--- config.mk ---
export PLATFORM = sky130hd
export DESIGN_NAME = prio_irq_ctrl
export DESIGN_NICKNAME = d
export VERILOG_FILES = /design/src/rtl/nic_pkg.sv /design/src/rtl/pin_edge_unit.sv /design/src/rtl/prio_arbiter.sv /design/src/rtl/ipl_stack.sv /design/src/rtl/prio_irq_ctrl.sv
export SDC_FILE = /design/constraint.sdc
export NUM_CORES = 1
export LEC_CHECK = 0
export CORE_MARGIN = 1.5
export CORE_UTILIZATION = 59
export DETAILED_ROUTE_END_ITERATION = 10
export MAX_ROUTING_LAYER = met4
export PLACE_DENSITY = 0.78
export SYNTH_ARGS = -nofsm -noshare
export SYNTH_HDL_FRONTEND = slang
export SYNTH_SLANG_ARGS = --single-unit
--- constraint.sdc ---
create_clock -name clk -period 53.6 [get_ports clk]
set_input_delay 10.72 -clock clk [delete_from_list [all_inputs] [get_ports clk]]
set_output_delay 10.72 -clock clk [all_outputs]
set_load 0.005 [all_outputs]
--- src/rtl/nic_pkg.sv ---
// Shared types and constants for the nested priority interrupt controller.
// Assumes three-bit priority levels and an 8-bit register offset space.
package nic_pkg;
    localparam int LVL_W     = 3;
    localparam int ADDR_W    = 8;
    localparam int DATA_W    = 8;
    localparam int VEC_MPU   = 0;
    localparam int VEC_XNMI  = 1;
    localparam int VEC_BASE  = 2;
    localparam int EDGE_BASE = 8'h40;
    localparam int EN_BASE   = 8'h44;
    localparam int FLAG_BASE = 8'h48;
    typedef logic [LVL_W-1:0] lvl_t;
    localparam lvl_t NMI_LVL = 3'd7;
endpackage

--- src/rtl/pin_edge_unit.sv ---
// Per-pin edge detector with sticky flags.
// Assumes pin_in is already synchronous to clk. Edge select 1 = rising, 0 = falling.
// A flag stays set until a clear bit removes it; a new edge in the same cycle wins.
module pin_edge_unit #(
    parameter int N_PINS = 8
) (
    input  logic              clk,
    input  logic              rst_n,
    input  logic [N_PINS-1:0] pin_in,
    input  logic [N_PINS-1:0] rise_sel,
    input  logic [N_PINS-1:0] clr_mask,
    output logic [N_PINS-1:0] flags
);
    logic [N_PINS-1:0] prev_q;
    logic [N_PINS-1:0] evt;

    // Selected-edge event per pin.
    always_comb begin
        evt = (rise_sel & pin_in & ~prev_q) | (~rise_sel & ~pin_in & prev_q);
    end

    // Previous pin sample and sticky flags; reset loads the live pin so no false edge.
    always_ff @(posedge clk) begin
        if (!rst_n) begin
            prev_q <= pin_in;
            flags  <= '0;
        end else begin
            prev_q <= pin_in;
            flags  <= (flags & ~clr_mask) | evt;
        end
    end

    for (genvar k = 0; k < N_PINS; k++) begin : g_chk

        flag_src_chk: assert property (@(posedge clk) disable iff (!rst_n)
            $rose(flags[k]) |-> $past(evt[k]));

        w1c_clear_chk: assert property (@(posedge clk) disable iff (!rst_n)
            (clr_mask[k] && !evt[k]) |=> !flags[k]);
    end
endmodule

--- src/rtl/prio_arbiter.sv ---
// Picks the active source with the highest nonzero level; ties go to the lowest index.
// Assumes levels arrive packed, three bits per source, source 0 in the low bits.
module prio_arbiter
    import nic_pkg::*;
#(
    parameter int N_SRC = 16,
    localparam int IDX_W = (N_SRC > 1) ? $clog2(N_SRC) : 1
) (
    input  logic                   clk,
    input  logic                   rst_n,
    input  logic [N_SRC-1:0]       req,
    input  logic [N_SRC*LVL_W-1:0] lvl_flat,
    output logic                   any,
    output lvl_t                   best_lvl,
    output logic [IDX_W-1:0]       best_idx,
    output logic [N_SRC-1:0]       grant
);
    // Linear scan; strict compare keeps the lowest index on a tie.
    always_comb begin
        any      = 1'b0;
        best_lvl = '0;
        best_idx = '0;
        for (int i = 0; i < N_SRC; i++) begin
            if (req[i] && lvl_flat[i*LVL_W +: LVL_W] > best_lvl) begin
                best_lvl = lvl_flat[i*LVL_W +: LVL_W];
                best_idx = IDX_W'(i);
                any      = 1'b1;
            end
        end
    end

    // One-hot view of the winner.
    always_comb begin
        grant = '0;
        if (any) grant[best_idx] = 1'b1;
    end


    grant_single_chk: assert property (@(posedge clk) disable iff (!rst_n)
        $onehot0(grant));

    winner_live_chk: assert property (@(posedge clk) disable iff (!rst_n)
        any |-> (req[best_idx] && lvl_flat[best_idx*LVL_W +: LVL_W] != '0));
endmodule

--- src/rtl/ipl_stack.sv ---
// Holds the current interrupt priority level and a stack of the levels it replaced.
// Assumes push and pop are not requested together (push wins if they are).
// A push on a full stack and a pop on an empty one are ignored.
module ipl_stack
    import nic_pkg::*;
#(
    parameter int DEPTH = 8,
    localparam int SP_W  = $clog2(DEPTH + 1),
    localparam int IX_W  = (DEPTH > 1) ? $clog2(DEPTH) : 1
) (
    input  logic clk,
    input  logic rst_n,
    input  logic push,
    input  logic pop,
    input  lvl_t new_lvl,
    output lvl_t cur_ipl
);
    lvl_t            mem [DEPTH];
    logic [SP_W-1:0] sp;
    logic            full, empty;

    // Occupancy flags.
    always_comb begin
        full  = (sp == SP_W'(DEPTH));
        empty = (sp == '0);
    end

    // Push saves the current level and raises it; pop restores the saved one.
    always_ff @(posedge clk) begin
        if (!rst_n) begin
            sp      <= '0;
            cur_ipl <= '0;
            for (int i = 0; i < DEPTH; i++) mem[i] <= '0;
        end else if (push && !full) begin
            mem[sp[IX_W-1:0]] <= cur_ipl;
            sp                <= sp + 1'b1;
            cur_ipl           <= new_lvl;
        end else if (pop && !empty) begin
            cur_ipl <= mem[IX_W'(sp - 1'b1)];
            sp      <= sp - 1'b1;
        end
    end


    push_raise_chk: assert property (@(posedge clk) disable iff (!rst_n)
        (push && !full) |=> (cur_ipl == $past(new_lvl) && sp == $past(sp) + 1'b1));

    pop_depth_chk: assert property (@(posedge clk) disable iff (!rst_n)
        (pop && !push && !empty) |=> (sp == $past(sp) - 1'b1));
endmodule

--- src/rtl/prio_irq_ctrl.sv ---
// Top of the nested priority interrupt controller.
// Holds the configuration registers, the non-maskable pendings and the final
// request selection. Assumes the CPU acks only an offered request.
module prio_irq_ctrl
    import nic_pkg::*;
#(
    parameter int N_PERIPH    = 8,
    parameter int N_PINS      = 8,
    parameter int STACK_DEPTH = 8,
    localparam int N_SRC      = N_PERIPH + N_PINS,
    localparam int PIN_BYTES  = (N_PINS + 7) / 8,
    localparam int IDX_W      = (N_SRC > 1) ? $clog2(N_SRC) : 1
) (
    input  logic                clk,
    input  logic                rst_n,
    input  logic [N_PERIPH-1:0] periph_req,
    input  logic [N_PINS-1:0]   pin_in,
    input  logic                ext_nmi,
    input  logic                mpu_viol,
    input  logic                cfg_we,
    input  logic [7:0]          cfg_addr,
    input  logic [7:0]          cfg_wdata,
    output logic [7:0]          cfg_rdata,
    input  logic                cpu_ack,
    input  logic                cpu_rti,
    output logic                irq_valid,
    output logic [7:0]          irq_vector,
    output logic [2:0]          irq_level,
    output logic [2:0]          cur_ipl
);
    lvl_t                   lvl_q [N_SRC];
    logic [N_SRC*LVL_W-1:0] lvl_flat;
    logic [N_PINS-1:0]      edge_q, en_q, pin_flags, clr_mask;
    logic [N_SRC-1:0]       req_all, grant;
    logic                   arb_any, xnmi_prev, xnmi_pend, mpu_pend;
    lvl_t                   best_lvl, ipl;
    logic [IDX_W-1:0]       best_idx;
    logic                   sel_mpu, sel_x, sel_m, take;

    // Configuration writes: levels, edge selects and enables.
    always_ff @(posedge clk) begin
        if (!rst_n) begin
            for (int i = 0; i < N_SRC; i++) lvl_q[i] <= '0;
            edge_q <= '0;
            en_q   <= '0;
        end else if (cfg_we) begin
            for (int i = 0; i < N_SRC; i++)
                if (cfg_addr == ADDR_W'(i)) lvl_q[i] <= cfg_wdata[LVL_W-1:0];
            for (int b = 0; b < PIN_BYTES; b++)
                for (int k = 0; k < 8; k++)
                    if (b*8 + k < N_PINS) begin
                        if (cfg_addr == ADDR_W'(EDGE_BASE + b)) edge_q[b*8+k] <= cfg_wdata[k];
                        if (cfg_addr == ADDR_W'(EN_BASE + b))   en_q[b*8+k]   <= cfg_wdata[k];
                    end
        end
    end

    // Write-one-to-clear mask for the pin flags.
    always_comb begin
        clr_mask = '0;
        for (int b = 0; b < PIN_BYTES; b++)
            for (int k = 0; k < 8; k++)
                if (b*8 + k < N_PINS)
                    clr_mask[b*8+k] = cfg_we && cfg_addr == ADDR_W'(FLAG_BASE + b) && cfg_wdata[k];
    end

    // Register read mux.
    always_comb begin
        cfg_rdata = '0;
        for (int i = 0; i < N_SRC; i++)
            if (cfg_addr == ADDR_W'(i)) cfg_rdata[LVL_W-1:0] = lvl_q[i];
        for (int b = 0; b < PIN_BYTES; b++)
            for (int k = 0; k < 8; k++)
                if (b*8 + k < N_PINS) begin
                    if (cfg_addr == ADDR_W'(EDGE_BASE + b)) cfg_rdata[k] = edge_q[b*8+k];
                    if (cfg_addr == ADDR_W'(EN_BASE + b))   cfg_rdata[k] = en_q[b*8+k];
                    if (cfg_addr == ADDR_W'(FLAG_BASE + b)) cfg_rdata[k] = pin_flags[b*8+k];
                end
    end

    pin_edge_unit #(.N_PINS(N_PINS)) u_pins (
        .clk(clk), .rst_n(rst_n), .pin_in(pin_in), .rise_sel(edge_q),
        .clr_mask(clr_mask), .flags(pin_flags)
    );

    // Flatten levels and gather requests: peripherals low, pins above.
    always_comb begin
        for (int i = 0; i < N_SRC; i++) lvl_flat[i*LVL_W +: LVL_W] = lvl_q[i];
        req_all = {pin_flags & en_q, periph_req};
    end

    prio_arbiter #(.N_SRC(N_SRC)) u_arb (
        .clk(clk), .rst_n(rst_n), .req(req_all), .lvl_flat(lvl_flat),
        .any(arb_any), .best_lvl(best_lvl), .best_idx(best_idx), .grant(grant)
    );

    // Final selection: memory-protection, then external pin, then maskable.
    always_comb begin
        sel_mpu    = mpu_pend;
        sel_x      = !mpu_pend && xnmi_pend;
        sel_m      = !mpu_pend && !xnmi_pend && arb_any && (best_lvl > ipl);
        irq_valid  = sel_mpu || sel_x || sel_m;
        irq_vector = sel_mpu ? 8'(VEC_MPU) : sel_x ? 8'(VEC_XNMI)
                   : sel_m ? 8'(VEC_BASE) + 8'(best_idx) : 8'd0;
        irq_level  = (sel_mpu || sel_x) ? NMI_LVL : sel_m ? best_lvl : 3'd0;
        take       = cpu_ack && irq_valid;
        cur_ipl    = ipl;
    end

    // Non-maskable pendings: set by their event, cleared when the CPU takes them.
    always_ff @(posedge clk) begin
        if (!rst_n) begin
            xnmi_prev <= ext_nmi;
            xnmi_pend <= 1'b0;
            mpu_pend  <= 1'b0;
        end else begin
            xnmi_prev <= ext_nmi;
            xnmi_pend <= (xnmi_pend && !(take && sel_x)) || (ext_nmi && !xnmi_prev);
            mpu_pend  <= (mpu_pend && !(take && sel_mpu)) || mpu_viol;
        end
    end

    ipl_stack #(.DEPTH(STACK_DEPTH)) u_stack (
        .clk(clk), .rst_n(rst_n), .push(take), .pop(cpu_rti && !cpu_ack),
        .new_lvl(irq_level), .cur_ipl(ipl)
    );


    mpu_first_chk: assert property (@(posedge clk) disable iff (!rst_n)
        ($past(rst_n) && $past(mpu_viol)) |-> (irq_valid && irq_vector == 8'(VEC_MPU)));

    mask_above_chk: assert property (@(posedge clk) disable iff (!rst_n)
        (irq_valid && irq_vector >= 8'(VEC_BASE)) |-> (irq_level > cur_ipl));

    nmi_unmasked_chk: assert property (@(posedge clk) disable iff (!rst_n)
        (xnmi_pend && !mpu_pend) |-> (irq_valid && irq_vector == 8'(VEC_XNMI) && irq_level == NMI_LVL));

    grant_match_chk: assert property (@(posedge clk) disable iff (!rst_n)
        sel_m |-> (grant[irq_vector - 8'(VEC_BASE)] && irq_level == best_lvl));
endmodule

==> tab_implementation.tex <==
\begin{tabular}{lr}
\hline
Metric & Value \\
\hline
\multicolumn{2}{l}{\textbf{Outcome}} \\
\quad Status & finished, final reports clean \\
\multicolumn{2}{l}{\textbf{Timing}} \\
\quad Aggregate negative setup slack & 0 ns \\
\quad Layout Skew & 0.00956 ns \\
\quad Count of final max-slew check failures & 0 \\
\quad Max Fclk & 21.8 MHz \\
\quad Ratio of final minimum period to clock period & 85.5\% \\
\quad Number of failing hold endpoints at the final stage & 0 \\
\quad Minimum clock period after layout & 45.82 ns \\
\quad Setup repair after global routing missed its margin & no \\
\quad Post-route worst hold slack & 0.493 ns \\
\quad Worst-Margin Slew & 1.34 ns \\
\quad Relative slew slack & 10.2\% \\
\quad Count of endpoints failing setup in the final report & 0 \\
\multicolumn{2}{l}{\textbf{Routing}} \\
\quad DRT antenna net count & 0 \\
\quad Number of DRC markers in iteration 0 & 701 \\
\quad Via density per instance & 6.38 \\
\quad Number of iterations in the first detailed-routing pass & 5 \\
\quad DRC violation count after routing & 0 \\
\quad Total length of routed wires & 21.3 mm \\
\quad Routed length per instance & 19.3 µm \\
\quad Via total after detailed routing & 7021 \\
\multicolumn{2}{l}{\textbf{Critical path}} \\
\quad Worst Path Arrival & 35.10 ns \\
\quad Critical setup path kind & in2out \\
\quad Critical register-to-register path endpoint & u\_stack.mem[4][2] \\
\quad Worst reg2reg setup slack & 28.96 ns \\
\quad Buf/Inv on CP & 5 \\
\quad Largest driver fanout on the critical path & 11 \\
\quad CP max stage cell & sky130\_fd\_sc\_hd\_\_mux2i\_1 \\
\quad Launch point of the worst reg-to-reg path & lvl\_q[0][1] \\
\quad Worst path required time & 42.88 ns \\
\quad CP dominant cell by count & sky130\_fd\_sc\_hd\_\_ha\_1 \\
\quad CP top delay family & compound AO/OA/AOI/OAI gates \\
\quad Critical path's largest stage delay & 0.80 ns \\
\quad Type of element launching the critical path & primary input \\
\quad Cell count of the worst reg-to-reg path & 106 \\
\quad Kind of end point of the critical path & output pin \\
\multicolumn{2}{l}{\textbf{Power and ir drop}} \\
\quad Power density over the cells & 33.3 nW/µm² \\
\quad Peak VDD IR & 0.0286 mV \\
\quad Static Leak & 3.36 nW \\
\multicolumn{2}{l}{\textbf{Logic synthesis}} \\
\quad Netlist area before placement & 7620 µm² \\
\quad Proportion of synthesized area in mux cells & 7.01\% \\
\quad Main synth FF type & sky130\_fd\_sc\_hd\_\_edfxtp\_1 \\
\quad Post-synth ARST share & 0\% \\
\quad Post-Synth Simple-Gate Area & 23.5\% \\
\quad Synth Area in Adders & 5.09\% \\
\quad Compound-cell area share of the yosys netlist & 20.5\% \\
\quad Post-synthesis area per instance & 8.79 µm² \\
\quad Dominant combinational cell family by area after synthesis & simple AND/OR/NAND/NOR gates \\
\quad Synth unique cells & 82 \\
\quad Post-Synth XOR/XNOR Area & 0.230\% \\
\quad EDFF count, synth & 72 \\
\quad Seq/Total Area, Yosys & 39.4\% \\
\quad Warnings, synthesis & 0 \\
\quad Number of register bits inferred by synthesis & 114 \\
\quad Syn Inst Count & 867 \\
\multicolumn{2}{l}{\textbf{Clocking}} \\
\quad CTS Sinks & 114 \\
\quad PostCTS Resize Cnt & 0 \\
\quad Clock Latency Late Sink & 0.42 ns \\
\quad Number of buffers inserted during clock tree synthesis & 17 \\
\quad Number of setup buffers added after CTS & 0 \\
\quad Clock H-tree levels & 4 \\
\quad CTS Hold Buffers Added & 0 \\
\quad Clock transition at the registers of the reported paths & 0.05 ns \\
\quad Root Driver & sky130\_fd\_sc\_hd\_\_clkbuf\_16 \\
\quad Clock tree from TritonCTS & done \\
\quad Clock Path Buffers & 2 \\
\multicolumn{2}{l}{\textbf{GRT}} \\
\quad Global-route wire length before repair & 33.9 mm \\
\quad GRT Resource Usage Total & 33.7\% \\
\quad Number of global-route vias before repair & 6696 \\
\quad Total congestion overflow & 0 \\
\quad Pin count of the biggest net entering global routing & 69 \\
\quad Antenna violations before repair & 1 \\
\multicolumn{2}{l}{\textbf{Finish}} \\
\quad Final std cells w/o fill & 1101 \\
\quad Relative area change from synthesis to final layout & 16.9\% \\
\quad Final \#Nets & 981 \\
\quad Core occupancy in the finished layout & 70.6\% \\
\quad Layout cells sized above 1 & 8.41\% \\
\quad Most common library cell in the layout ignoring fill and taps & sky130\_fd\_sc\_hd\_\_nand2\_1 \\
\quad Most frequent cells in the layout & sky130\_fd\_sc\_hd\_\_nand2\_1, sky130\_fd\_sc\_hd\_\_nor2\_1, sky130\_fd\_sc\_hd\_\_edfxtp\_1 \\
\multicolumn{2}{l}{\textbf{Hold path}} \\
\quad Hold Crit Class & reg2reg \\
\quad Endpoint of the worst hold-timing path & en\_q[3] \\
\quad Start point of the worst hold path & en\_q[3] \\
\quad Hold Path Cell Cnt & 2 \\
\multicolumn{2}{l}{\textbf{Die}} \\
\quad Die Span X & 117 µm \\
\quad Number of primary I/O pins & 62 \\
\quad Std-Cell Rows & 41 \\
\quad Core outline area & 12600 µm² \\
\quad Starting utilization of the core area & 60.4\% \\
\quad Die ar. & 13600 µm² \\
\quad Overall die height & 117 µm \\
\multicolumn{2}{l}{\textbf{Placed design}} \\
\quad Post-detailed-placement half-perimeter wirelength & 16.1 mm \\
\quad Gp weighted congestion & 0.987 \\
\quad Total instance count after detailed placement & 1068 \\
\quad Port Buffer Count & 58 \\
\multicolumn{2}{l}{\textbf{Run}} \\
\quad Max-capacitance violation count & 0 \\
\hline
\end{tabular}
[cell type report]
cell class,instances,area (µm²)
multi-input combinational,675,4300
fill,985,3710
sequential,114,3000
timing repair buffer,63,613
clock buffer,26,542
tap,172,215
inverter,44,165
clock inverter,6,62.6
antenna,1,2.50
[routing by layer]
layer / global-route usage (%) / share of wire [%]
met2: 54.4 / 49
met3: 5.55 / 7.7
met1: 43.7 / 42
met4: 11.2 / 1.8
met5: - / 0
[state kept, by name (all words and copies together) (netlist names), 3 cells and up]
| register | count |
|---|---|
| u_stack.cur_ipl | 3 |
| u_stack.sp | 4 |
| u_stack.mem | 24 |
| en_q | 8 |
| edge_q | 8 |
| u_pins.flags | 8 |
| u_pins.prev_q | 8 |
| lvl_q | 48 |
[synth_stat cells (15+ instances only)]
cell type / count / area [µm²]
sky130_fd_sc_hd__nor2_1: 106 / 398
sky130_fd_sc_hd__a21oi_1: 22 / 110
sky130_fd_sc_hd__inv_1: 44 / 165
sky130_fd_sc_hd__nand3_1: 45 / 225
sky130_fd_sc_hd__edfxtp_1: 72 / 2160
sky130_fd_sc_hd__o21ai_0: 43 / 215
sky130_fd_sc_hd__ha_1: 27 / 338
sky130_fd_sc_hd__nand2_1: 128 / 480
sky130_fd_sc_hd__nor2b_1: 15 / 93.8
sky130_fd_sc_hd__nor3_1: 37 / 185
sky130_fd_sc_hd__clkbuf_1: 25 / 93.8
sky130_fd_sc_hd__a21boi_0: 20 / 150
sky130_fd_sc_hd__dfxtp_1: 42 / 841
[report_power, final]
part / switching, mW / internal, mW / total (mW)
Combinational: 0.0415 / 0.0342 / 0.0757
Clock: 0.0399 / 0.0743 / 0.114
Sequential: 0.00728 / 0.0993 / 0.107
[worst max path at each step]
stage,from,endpoint,slack (ns),cells after the start
3_5_place_dp,periph_req[0],irq_level[0],8.15,105
6_report,periph_req[0],irq_level[0],7.78,106
4_1_cts,periph_req[0],irq_level[0],8.02,105
3_3_place_gp,periph_req[0],irq_level[1],8.82,102
2_1_floorplan,periph_req[0],irq_level[0],11.96,107
5_1_grt,periph_req[0],irq_level[1],6.29,107
[stage by stage]
stage | area, µm² | power, mW | worst slack [ns]
after detailed placement | 8300 | 0.183 | 8.15
after floorplan | 7630 | 0.159 | 11.96
final | 8910 | 0.296 | 7.78
after global routing | 8910 | 0.309 | 6.29
after CTS | 8900 | 0.295 | 8.02
after global placement | 8300 | 0.179 | 8.82
[worst reg2reg max path, delay by kind of cell (launching register included)]
kind / cells / cell delay [ns]
adder cells (fa/ha/maj): 19 / 5.63
AO/OA/AOI/OAI: 39 / 9.03
AND/OR/NAND/NOR: 33 / 4.69
buffers and inverters: 4 / 0.36
flip-flops: 1 / 0.38
multiplexers: 11 / 4.20
[logic make-up (layout without fill, tap and decap cells)]
group	count (synthesis)	after routing
other	1	4
XOR/XNOR	2	2
flip-flops	114	114
AND/OR/NAND/NOR	393	393
multiplexers	36	36
AO/OA/AOI/OAI	209	209
adder cells (fa/ha/maj)	32	32
buffers and inverters	80	139
(Power assumes the default switching activity.)
